<file path="src/rtl/strobe_pkg.sv">
package strobe_pkg;

    localparam int MC_CLOCKS   = 12;
    localparam int RST_CYCLES  = 2;
    localparam int LATCH_WIDTH = 2;
    localparam int READ_WIDTH  = 3;
    localparam int BYTE_W      = 8;

    typedef struct packed {
        logic ext_exec;
        logic ale_off;
        logic xdata;
        logic code_rd;
        logic wide_ptr;
    } cyc_ctx_t;

    typedef enum logic {
        HI_FROM_ADDR = 1'b0,
        HI_FROM_SFR  = 1'b1
    } hi_src_e;

    function automatic logic in_window(int ph, int start, int width);
        return (ph >= start) && (ph < start + width);
    endfunction

endpackage

</file>
<file path="src/rtl/rst_qualifier.sv">
module rst_qualifier #(
    parameter int HOLD = 24
) (
    input  logic clk,
    input  logic rst_pin,
    output logic sys_rst
);
    localparam int CW = $clog2(HOLD + 1);

    logic [CW-1:0] hold_cnt;

    always_ff @(posedge clk) begin
        if (!rst_pin)
            hold_cnt <= '0;
        else if (hold_cnt != CW'(HOLD))
            hold_cnt <= hold_cnt + 1'b1;
    end

    assign sys_rst = (hold_cnt == CW'(HOLD));

endmodule

</file>
<file path="src/rtl/mc_sequencer.sv">
module mc_sequencer
    import strobe_pkg::*;
#(
    parameter int MC_LEN = MC_CLOCKS,
    localparam int PH_W  = $clog2(MC_LEN)
) (
    input  logic            clk,
    input  logic            sys_rst,
    input  logic            ea_n,
    input  logic            ale_off,
    input  logic            xdata_cyc,
    input  logic            code_rd_cyc,
    input  logic            xdata_wide,
    output logic [PH_W-1:0] phase,
    output cyc_ctx_t        ctx,
    output logic            cyc_first
);
    localparam logic [PH_W-1:0] LAST = PH_W'(MC_LEN - 1);

    logic boundary;
    assign boundary = sys_rst || (phase == LAST);

    always_ff @(posedge clk) begin
        if (sys_rst)
            phase <= '0;
        else if (phase == LAST)
            phase <= '0;
        else
            phase <= phase + 1'b1;
    end

    always_ff @(posedge clk) begin
        if (boundary) begin
            ctx.ext_exec <= ~ea_n;
            ctx.ale_off  <= ale_off;
            ctx.xdata    <= xdata_cyc;
            ctx.code_rd  <= code_rd_cyc;
            ctx.wide_ptr <= xdata_wide;
        end
    end

    assign cyc_first = (phase == '0) && !sys_rst;


    phase_wrap_chk: assert property (@(posedge clk) disable iff (sys_rst)
        (phase == LAST) |=> (phase == '0) && cyc_first);


    phase_range_chk: assert property (@(posedge clk) disable iff (sys_rst)
        phase <= LAST);


    ctx_hold_chk: assert property (@(posedge clk) disable iff (sys_rst)
        (phase != LAST) |=> $stable(ctx));

endmodule

</file>
<file path="src/rtl/bus_decode.sv">
module bus_decode
    import strobe_pkg::*;
#(
    parameter int MC_LEN  = MC_CLOCKS,
    parameter int LATCH_W = LATCH_WIDTH,
    parameter int READ_W  = READ_WIDTH,
    parameter int DW      = BYTE_W,
    localparam int PH_W   = $clog2(MC_LEN),
    localparam int HALF   = MC_LEN / 2
) (
    input  logic            clk,
    input  logic            sys_rst,
    input  logic [PH_W-1:0] phase,
    input  cyc_ctx_t        ctx,
    input  logic [DW-1:0]   addr_hi,
    input  logic [DW-1:0]   p2_sfr,
    output logic            ale,
    output logic            psen_n,
    output logic [DW-1:0]   hi_port
);
    logic [1:0] latch_hit;
    logic [1:0] read_hit;

    for (genvar h = 0; h < 2; h++) begin : g_half
        localparam int BASE = h * HALF;
        assign latch_hit[h] = in_window(int'(phase), BASE, LATCH_W);
        assign read_hit[h]  = in_window(int'(phase), BASE + HALF - READ_W, READ_W);
    end

    logic latch_pulse, latch_live, read_live;
    hi_src_e hi_src;

    assign latch_pulse = latch_hit[0] | (latch_hit[1] & ~ctx.xdata);
    assign latch_live  = ctx.ext_exec | ~ctx.ale_off | ctx.xdata | ctx.code_rd;
    assign read_live   = ctx.ext_exec & ~ctx.xdata;

    always_comb begin
        if (sys_rst) begin
            ale    = 1'b1;
            psen_n = 1'b1;
        end else begin
            ale    = latch_live ? latch_pulse : 1'b1;
            psen_n = ~(read_live & (read_hit[0] | read_hit[1]));
        end
    end

    assign hi_src  = (ctx.xdata && !ctx.wide_ptr) ? HI_FROM_SFR : HI_FROM_ADDR;
    assign hi_port = (hi_src == HI_FROM_SFR) ? p2_sfr : addr_hi;


    rd_after_latch_chk: assert property (@(posedge clk) disable iff (sys_rst)
        !psen_n |-> !ale);


    rd_idle_internal_chk: assert property (@(posedge clk) disable iff (sys_rst)
        !ctx.ext_exec |-> psen_n);


    xdata_no_read_chk: assert property (@(posedge clk) disable iff (sys_rst)
        ctx.xdata |-> psen_n);


    xdata_one_latch_chk: assert property (@(posedge clk) disable iff (sys_rst)
        (ctx.xdata && phase == PH_W'(HALF)) |-> !ale);


    ale_parked_chk: assert property (@(posedge clk) disable iff (sys_rst)
        (ctx.ale_off && !ctx.ext_exec && !ctx.xdata && !ctx.code_rd) |-> ale);


    hi_sfr_chk: assert property (@(posedge clk) disable iff (sys_rst)
        (ctx.xdata && !ctx.wide_ptr) |-> (hi_port == p2_sfr));

endmodule

</file>
<file path="src/rtl/ext_bus_strobe_gen.sv">
module ext_bus_strobe_gen
    import strobe_pkg::*;
#(
    parameter int MC_LEN  = MC_CLOCKS,
    parameter int RST_MC  = RST_CYCLES,
    parameter int LATCH_W = LATCH_WIDTH,
    parameter int READ_W  = READ_WIDTH,
    parameter int DW      = BYTE_W
) (
    input  logic          clk,
    input  logic          rst_pin,
    input  logic          ea_n,
    input  logic          ale_off,
    input  logic          xdata_cyc,
    input  logic          code_rd_cyc,
    input  logic          xdata_wide,
    input  logic [DW-1:0] addr_hi,
    input  logic [DW-1:0] p2_sfr,
    output logic          sys_rst,
    output logic          cyc_first,
    output logic          ale,
    output logic          psen_n,
    output logic [DW-1:0] hi_port
);
    localparam int PH_W = $clog2(MC_LEN);
    localparam int HOLD = RST_MC * MC_LEN;

    logic [PH_W-1:0] phase;
    cyc_ctx_t        ctx;

    rst_qualifier #(.HOLD(HOLD)) u_rst (
        .clk     (clk),
        .rst_pin (rst_pin),
        .sys_rst (sys_rst)
    );

    mc_sequencer #(.MC_LEN(MC_LEN)) u_seq (
        .clk         (clk),
        .sys_rst     (sys_rst),
        .ea_n        (ea_n),
        .ale_off     (ale_off),
        .xdata_cyc   (xdata_cyc),
        .code_rd_cyc (code_rd_cyc),
        .xdata_wide  (xdata_wide),
        .phase       (phase),
        .ctx         (ctx),
        .cyc_first   (cyc_first)
    );

    bus_decode #(
        .MC_LEN  (MC_LEN),
        .LATCH_W (LATCH_W),
        .READ_W  (READ_W),
        .DW      (DW)
    ) u_dec (
        .clk     (clk),
        .sys_rst (sys_rst),
        .phase   (phase),
        .ctx     (ctx),
        .addr_hi (addr_hi),
        .p2_sfr  (p2_sfr),
        .ale     (ale),
        .psen_n  (psen_n),
        .hi_port (hi_port)
    );


    rst_parks_chk: assert property (@(posedge clk)
        sys_rst |-> (ale && psen_n && !cyc_first));

endmodule

</file>
<file path="config.mk">
export PLATFORM = sky130hd
export DESIGN_NAME = ext_bus_strobe_gen
export DESIGN_NICKNAME = d
export VERILOG_FILES = /design/src/rtl/strobe_pkg.sv /design/src/rtl/rst_qualifier.sv /design/src/rtl/mc_sequencer.sv /design/src/rtl/bus_decode.sv /design/src/rtl/ext_bus_strobe_gen.sv
export SDC_FILE = /design/constraint.sdc
export NUM_CORES = 1
export LEC_CHECK = 0
export BUFFER_PORTS_ARGS = -buffer_cell sky130_fd_sc_hd__buf_2
export CAP_MARGIN = 25
export CORE_MARGIN = 2
export CORE_UTILIZATION = 45
export DETAILED_ROUTE_END_ITERATION = 7
export PLACE_DENSITY = 0.76
export SYNTH_ARGS = -nofsm -noshare
export SYNTH_HDL_FRONTEND = slang
export SYNTH_HIERARCHICAL = 1
export SYNTH_SLANG_ARGS = --single-unit
</file>
<file path="constraint.sdc">
create_clock -name clk -period 2.2 [get_ports clk]
set_input_delay 0.44 -clock clk [delete_from_list [all_inputs] [get_ports clk]]
set_output_delay 0.44 -clock clk [all_outputs]
set_load 0.05 [all_outputs]
</file>
Yosys cells after proc, flatten, opt, wreduce, memory -nomap -nowiden
Index checks and enable logic that the tools add are counted.
{"block": "word_totals", "regBits": 14, "latchBits": 0, "ram_bits": 0, "rom_bits": 0, "inputBits": 23, "elab_cells": 46, "mem_count": 0}
{"block": "classes", "addsub": 2, "multipliers": 0, "div_mod_pow": 0, "order_cmp": 7, "n_eq_ne": 3, "n_shift": 0, "mux": 5, "n_bitwise": 12, "n_reduce_logical": 10}
{"cell": "4-bit less-than comparator (second input constant)", "count": 2}
{"cell": "8-bit 2-to-1 mux", "count": 1}
{"cell": "5-bit by 1-bit adder with 5-bit output (second input constant)", "count": 1}
{"cell": "5-bit == test (second input constant)", "count": 1}
{"cell": "1-bit logical AND", "count": 5}
{"cell": "5-bit inequality test (second input constant)", "count": 1}
{"cell": "1-bit OR", "count": 5}
{"cell": "4-bit by 1-bit adder with 4-bit output (second input constant)", "count": 1}
{"cell": "4-bit == test (second input constant)", "count": 1}
{"cell": "4-bit by 2-bit greater-or-equal comparator with 1-bit output (second input constant)", "count": 1}
{"cell": "4-bit by 3-bit greater-or-equal comparator with 1-bit output (second input constant)", "count": 1}
{"cell": "4-bit greater-or-equal comparator (second input constant)", "count": 1}
{"cell": "4-bit logical NOT", "count": 1}
{"cell": "4-bit by 2-bit less-than comparator with 1-bit output (second input constant)", "count": 1}
{"cell": "4-bit by 3-bit less-than comparator with 1-bit output (second input constant)", "count": 1}
{"cell": "1-bit 2-to-1 mux", "count": 4}
{"cell": "1-bit inverter", "count": 4}
{"cell": "1-bit bitwise AND", "count": 3}
{"cell": "1-bit logical NOT", "count": 2}
{"cell": "2-bit OR reduction", "count": 1}
{"cell": "1-bit logical OR", "count": 1}

Longest topological paths before layout
Gate-level depths: netlist of the first run.
{"block": "logic_depth", "word_depth": 6, "ltp_mapped": 6}

Cells and area by module
The synthesis of the first run kept the hierarchy.
{"mod": "mc_sequencer", "instances": 1, "cells_each": 27, "area_each_um2": 367.9, "seq_area_each_um2": 230.2}
{"mod": "rst_qualifier", "instances": 1, "cells_each": 27, "area_each_um2": 262.8, "seq_area_each_um2": 100.1}
{"mod": "bus_decode", "instances": 1, "cells_each": 19, "area_each_um2": 167.7, "seq_area_each_um2": 0.0}

Worst setup path before layout of the first run
Ideal clock, no wire load.
{"block": "synth_path", "path_kind": "reg2out", "start": "register u_rst.hold_cnt[0]", "end": "output port cyc_first", "t_arrival_ns": 2.561, "required_ns": 1.760, "path_slack_ns": -0.801, "stages_incl_launch_ff": 6, "n_path_buf": 1, "path_cell_list": "dfxtp_1 -> inv_1 -> ha_1 -> and4b_1 -> buf_6 -> nor4b_1"}
{"block": "synth_via", "elab_chain_len": 3}
{"element": "start: declaration", "line": "rst_qualifier.sv:10", "source": "logic [CW-1:0] hold_cnt;"}
{"element": "start signal: assignment", "line": "rst_qualifier.sv:16", "source": "hold_cnt <= hold_cnt + 1'b1;"}
{"element": "5-bit == test", "line": "rst_qualifier.sv:19", "source": "assign sys_rst = (hold_cnt == CW'(HOLD));"}
{"element": "named net sys_rst", "line": "ext_bus_strobe_gen.sv:19", "source": "output logic sys_rst,"}
{"element": "1-bit logical NOT", "line": "mc_sequencer.sv:42", "source": "assign cyc_first = (phase == '0) && !sys_rst;"}
{"element": "1-bit logical AND", "line": "mc_sequencer.sv:42"}
{"element": "end: declaration", "line": "ext_bus_strobe_gen.sv:20", "source": "output logic cyc_first,"}
The timed path passes the listed nets, and every way through them passes these cells.

Final worst setup path of the first run
{"block": "layout_path", "start": "register u_rst.hold_cnt[0]", "end": "output port psen_n"}
{"block": "layout_via", "elab_chain_len": 2}
{"element": "5-bit == test", "line": "rst_qualifier.sv:19"}
{"element": "1-bit 2-to-1 mux", "line": "bus_decode.sv:38", "source": "if (sys_rst) begin"}
{"element": "end: declaration", "line": "ext_bus_strobe_gen.sv:22", "source": "output logic psen_n,"}
No other way between the ends.

==> results of run 1 <==
area by class of cell:
| type | instances | area, sq um | area share, % |
|---|---|---|---|
| clock buffer | 3 | 22.52 | 2.130 |
| clock inverter | 1 | 3.754 | 0.3550 |
| inverter | 6 | 22.52 | 2.130 |
| multi-input combinational | 51 | 446.7 | 42.25 |
| sequential | 14 | 332.8 | 31.48 |
| tap | 17 | 21.27 | 2.012 |
| timing repair buffer | 37 | 207.7 | 19.65 |
placed cells by master, fill, tap and decap left out, types with 3 or more instances in the layout:
master / synthesis / layout
mux2i_1: 4 / 4
buf_2: 1 / 31
dfxtp_1: 9 / 7
buf_4: 0 / 3
mux2_2: 8 / 8
nand2b_1: 5 / 5
inv_1: 6 / 5
clkbuf_4: 0 / 4
edfxtp_1: 5 / 5
nand2_1: 5 / 5
ha_1: 4 / 3
flip-flops by register name, indices dropped and copies added, names as in the netlist:
register        flops
u_rst/hold_cnt      5
u_seq/ctx           5
u_seq/phase         4
metrics by stage:
| step | instance area, sq um | std cells | hold WS, ns | setup WS (ns) | TNS, ns |
|---|---|---|---|---|---|
| CTS | 1051 | 129 | 0.3347 | 0.002146 | 0 |
| floorplan | 813.3 | 73 | 0.4419 | 0.04990 | 0 |
| global route | 1057 | 129 | 0.3232 | -0.05391 | -0.09109 |
| global placement | 996.0 | 123 | 0.4608 | 0.2135 | 0 |
| finish | 1057 | 129 | 0.3406 | 0.01918 | 0 |
| detailed placement | 996.0 | 123 | 0.4872 | 0.1754 | 0 |
cell usage after synthesis (2+ instances only):
library cell	number	area, sq um
or3b_1	2	17.52
nand3_1	2	10.01
edfxtp_1	5	150.1
dfxtp_1	9	180.2
mux2i_1	4	40.04
ha_1	4	50.05
a21oi_1	2	10.01
nor4b_1	2	17.52
mux2_2	8	90.09
inv_1	6	22.52
a211oi_1	2	15.01
nand2_1	5	18.77
nand2b_1	5	31.28
logic make-up after synthesis:
kind of cell,after synthesis,share of synthesized area (%)
xor gates and xnor gates,1,1.097
and+or+nand+nor,25,21.16
DFF,14,41.38
adders and majority gates,4,6.270
AOI/OAI and AO/OA,9,8.934
muxes,12,16.30
buffers and inverters,8,4.858
repair_timing:
item                                    4_1_cts  5_1_grt
buffers inserted                              2        0
endpoints found under the setup margin        3        3
endpoints found under the hold margin         0        0
gates resized for setup                       7        2
metal layers:
layer  up-vias  global-route usage, %  part of all wire (%)  wire (um)
li1        343                      -                     -          -
met1       311                  17.56                    46        752
met2        23                  27.22                    48        793
met3         2                  5.098                   4.6         75
met4         0                  5.143                  0.98         16
met5         -                      0                     0          0
power by group:
group / switching (W) / internal (W)
Clock: 0.0000796 / 0.0000657
Combinational: 0.000217 / 0.000189
Sequential: 0.0000906 / 0.000319
Total: 0.000387 / 0.000573
worst paths after layout:
kind,from,end,depth (start not counted)
worst max-delay path,u_rst/hold_cnt[0]$_SDFFE_PN0P_,psen_n,6
worst min-delay path,xdata_cyc,u_seq/ctx[2]$_DFFE_PP_,1
worst max register to register,u_seq/phase[1]$_SDFF_PP0_,u_seq/ctx[0]$_DFFE_PP_,3
worst min register to register,u_rst/hold_cnt[4]$_SDFFE_PN0P_,u_rst/hold_cnt[4]$_SDFFE_PN0P_,2
==> metrics.txt, run 1 <==
status completed; number of flops mapped to enable cells by yosys 5; WP data arrival ~1.7 ns; post-layout util between 60% and 70%; CTS Sinks 14; first-pass GRT wire length ~2.4 mm; clock tree buffer depth 2; Routed Antenna Nets 0; Clock Tree Root clkbuf_4; Layout fillers approximately 140; skew final 0.0006195 ns; Layout Nets 140; die width 46.12 um; CTS Buf Count 3; pins over their slew limit 0; vias in the first global route 582; YS warnings 6; Achievable Freq 458.5 MHz; port bufs 34; Mapped Area 798.3 sq um; Placer Congestion about 0.74; Peak supply drop 558.0 uV; syn avg cell area 10.94 sq um; Async SR Flop Fraction 0%; WP data required between 1.5 and 2 ns; Post-DP HPWL 1.217 mm; Clock transition at path regs 0.08 ns; num rows 15; Tcrit/Tclk final 99.13%; P&R area growth vs syn 32.44%; CTS tree yes; endpoints failing setup 0; Buf/Inv on CP 2; Unique masters post-synth 30; critical path capture point type primary output; chip height 46.12 um; Post-Syn Instances 73; DIE AREA between 0.002 and 0.0025 sq mm; CP cell instances inv_2, ha_2, and4b_1, or3b_1, a211o_1, buf_6; final hold vios 0; post-layout minimum cycle time 2.181 ns; drt total wl 1.638 mm; critical path's largest stage delay about 0.35 ns; cell family with the largest share of critical-path delay simple AND/OR/NAND/NOR gates; first drt pass iteration count 4; io pins 35; Tot GR Track Use 15.55%; # Max-Cap Violations 0; syn_nets 100; initial drt markers 11; Via density 5.264; crit path max fanout 3; class of the worst hold path primary input to flop; sequential share of the synthesized area between 40% and 50%; Clk Latency, worst-skew pair 0.27 ns; Worst Max-Slew Pin Slew 0.3870 ns; Critical-path top delay cell or3b_1; RSZ-0062 raised after global routing true; startpoint class of the critical path flop; Starting Density 47.26%; core area 0.001689 sq mm; Hold Buf Count CTS 0; Crit Path Class flop to primary output; routed vias a little under 700; pwr dens 908.0 mW/mm^2; Diodes inserted 0; grt total ovfl 0; leakage power 0.4973 nW; initial antenna violation count 0; Top FF cell, synth dfxtp_1; Tot Pwr 0.0009600 W; Worst R2R Setup Slack 0.63 ns; relative slew slack 74.16%; DRC 0; largest net degree at the start of global routing 12; H-tree Lvls 1; layout cells sized above 1 between 50% and 60%; Yosys reg bits 14; routed length per placed instance 12.70 um
Power figures use the tool's default switching activity.
==> inputs of run 2 (changes only) <==
--- a/config.mk
+++ b/config.mk
@@ -5,12 +5,12 @@
 export SDC_FILE = /design/constraint.sdc
 export NUM_CORES = 1
 export LEC_CHECK = 0
-export BUFFER_PORTS_ARGS = -buffer_cell sky130_fd_sc_hd__buf_2
 export CAP_MARGIN = 25
 export CORE_MARGIN = 2
-export CORE_UTILIZATION = 45
+export CORE_UTILIZATION = 50
 export DETAILED_ROUTE_END_ITERATION = 7
-export PLACE_DENSITY = 0.76
+export DONT_BUFFER_PORTS = 1
+export PLACE_DENSITY = 0.64
 export SYNTH_ARGS = -nofsm -noshare
 export SYNTH_HDL_FRONTEND = slang
 export SYNTH_HIERARCHICAL = 1
==> metrics.txt, run 2 (same netlist as run 1, synthesis figures left out) <==
status complete, but fails checks; failing checks negative setup slack; post-layout minimum cycle time 2.216 ns (+0.03566 ns); Post-DP HPWL 1.075 mm (-12%); Starting Density 52.99% (+5.7 points); CTS Buf Count 3 (unchanged); final hold vios 0 (unchanged); Clock transition at path regs 0.09 ns (about the same); RSZ-0062 raised after global routing true; critical path capture point type primary output; Placed Cells 91 (-26%); core area 0.001506 sq mm (-11%); chip height 43.96 um (-4.7%); skew final 0.001938 ns (+0.001319 ns); most frequent cells in the layout 8 x mux2_2, 7 x dfxtp_1; WP data arrival 1.78 ns (+0.04 ns); class of the worst hold path primary input to flop; Clock Tree Root clkbuf_4; most common library cell in the layout ignoring fill and taps mux2_2; first-pass GRT wire length 2.242 mm (-5.8%); routed length per placed instance 15.49 um (+22%); Layout Nets 110 (-21%); layout cells sized above 1 36.59% (-13 points); Tot GR Track Use 16.29% (+0.75 points); Tcrit/Tclk final 100.7% (+1.6 points); initial antenna violation count 0 (unchanged); Peak supply drop 530.1 uV (-5.0%); Setup WS pre-CTS 0.1551 ns (-0.02030 ns); Via density 5.867 (+11%); non-filler cells, final 98 (-24%); CTS Sinks 14 (unchanged); WP data required 1.76 ns (about the same); clock tree buffer depth 2 (unchanged); routed vias 575 (-15%); worst hold stages 0 (-1); Clk Latency, worst-skew pair 0.28 ns (about the same); Worst Max-Slew Pin Slew 0.3790 ns (-0.008004 ns); endpoints failing setup 1 (+1); startpoint class of the critical path flop; Final Worst Setup Slack -0.01649 ns (-0.03566 ns); DRC 0 (unchanged); Placer Congestion 0.6902 (-7.3%); post-layout util 61.21% (-1.4 points); die width 43.96 um (-4.7%); leakage power 0.3793 nW (-24%); Diodes inserted 0 (unchanged); num rows 14 (-1); port bufs 0 (-100%); largest net degree at the start of global routing 12 (unchanged); registers with the highest flip-flop counts u_rst/hold_cnt (5), u_seq/ctx (5), u_seq/phase (4); DIE AREA 0.001932 sq mm (-9.1%); io pins 35 (unchanged); pwr dens 1040 mW/mm^2 (+15%); Crit Path Class flop to primary output; crit path max fanout 4 (+1); grt total ovfl 0 (unchanged); drt total wl 1.518 mm (-7.3%); # Max-Cap Violations 0 (unchanged); Achievable Freq 451.2 MHz (-1.6%); Sum Neg Setup Slack -0.01649 ns (-0.01649 ns); Routed Antenna Nets 0 (unchanged); R2R depth 3 (unchanged); initial drt markers 2 (-9); Layout fillers 134 (-3.6%); pins over their slew limit 0 (unchanged); P&R area growth vs syn 15.52%; relative slew slack 74.70% (+0.53 points); first drt pass iteration count 3 (-1); vias in the first global route 544 (-6.5%); Hold Buf Count CTS 0 (unchanged); CTS tree yes; H-tree Lvls 1 (unchanged)
run 2: what timing repair did:
action	in CTS	in global routing
setup endpoints to repair	3	3
pin swaps	3	2
hold endpoints to repair	0	0
resized for setup	9	2
setup buffers	2	1
run 2: report_power, final:
| part | total (W) | switching, W | internal, W |
|---|---|---|---|
| logic | 0.000399 | 0.000217 | 0.000182 |
| registers | 0.000410 | 0.0000912 | 0.000319 |
| clock network | 0.000150 | 0.0000841 | 0.0000658 |
run 2: metrics by stage:
step | instance area (sq um) | total power [W] | hold WS (ns)
after global routing | 922.1 | 0.001019 | 0.2326
after CTS | 909.6 | 0.0009616 | 0.2384
after floorplan | 813.3 | 0.0006938 | 0.4419
after global placement | 847.1 | 0.0007573 | 0.4752
after detailed placement | 847.1 | 0.0007667 | 0.4897
final | 922.1 | 0.0009589 | 0.2529
run 2: layer usage:
layer  up-vias  track usage [%]  share of wire, %
met3         2            4.583               7.1
li1        284                -                 -
met5         -                0                 0
met4         0            10.91              0.66
met2        21            27.35                51
met1       268            17.63                42
run 2: cell type report:
type | count | area, sq um | area share [%]
clock inverters | 1 | 3.754 | 0.4071
flip-flops and latches | 14 | 332.8 | 36.09
inverters | 6 | 22.52 | 2.442
clock buffers | 3 | 22.52 | 2.442
repair buffers | 7 | 60.06 | 6.513
well taps | 16 | 20.02 | 2.171
multi-input cells | 51 | 460.4 | 49.93
run 2: critical path, cell delays in order (launching register included):
cell and delay [ns]:
dfxtp_2 0.34, inv_2 0.04, ha_2 0.17, and4b_2 0.23, or3b_1 0.37, a211o_4 0.36
run 2: path summary, 6_finish.rpt:
| check | from | to | slack [ns] |
|---|---|---|---|
| worst min-delay path | code_rd_cyc | u_seq/ctx[1]$_DFFE_PP_ | 0.25 |
| worst max register to register | u_seq/phase[1]$_SDFF_PP0_ | u_seq/ctx[0]$_DFFE_PP_ | 0.63 |
| worst min register to register | u_rst/hold_cnt[4]$_SDFFE_PN0P_ | u_rst/hold_cnt[4]$_SDFFE_PN0P_ | 0.51 |
| worst max-delay path | u_rst/hold_cnt[1]$_SDFFE_PN0P_ | psen_n | -0.02 |
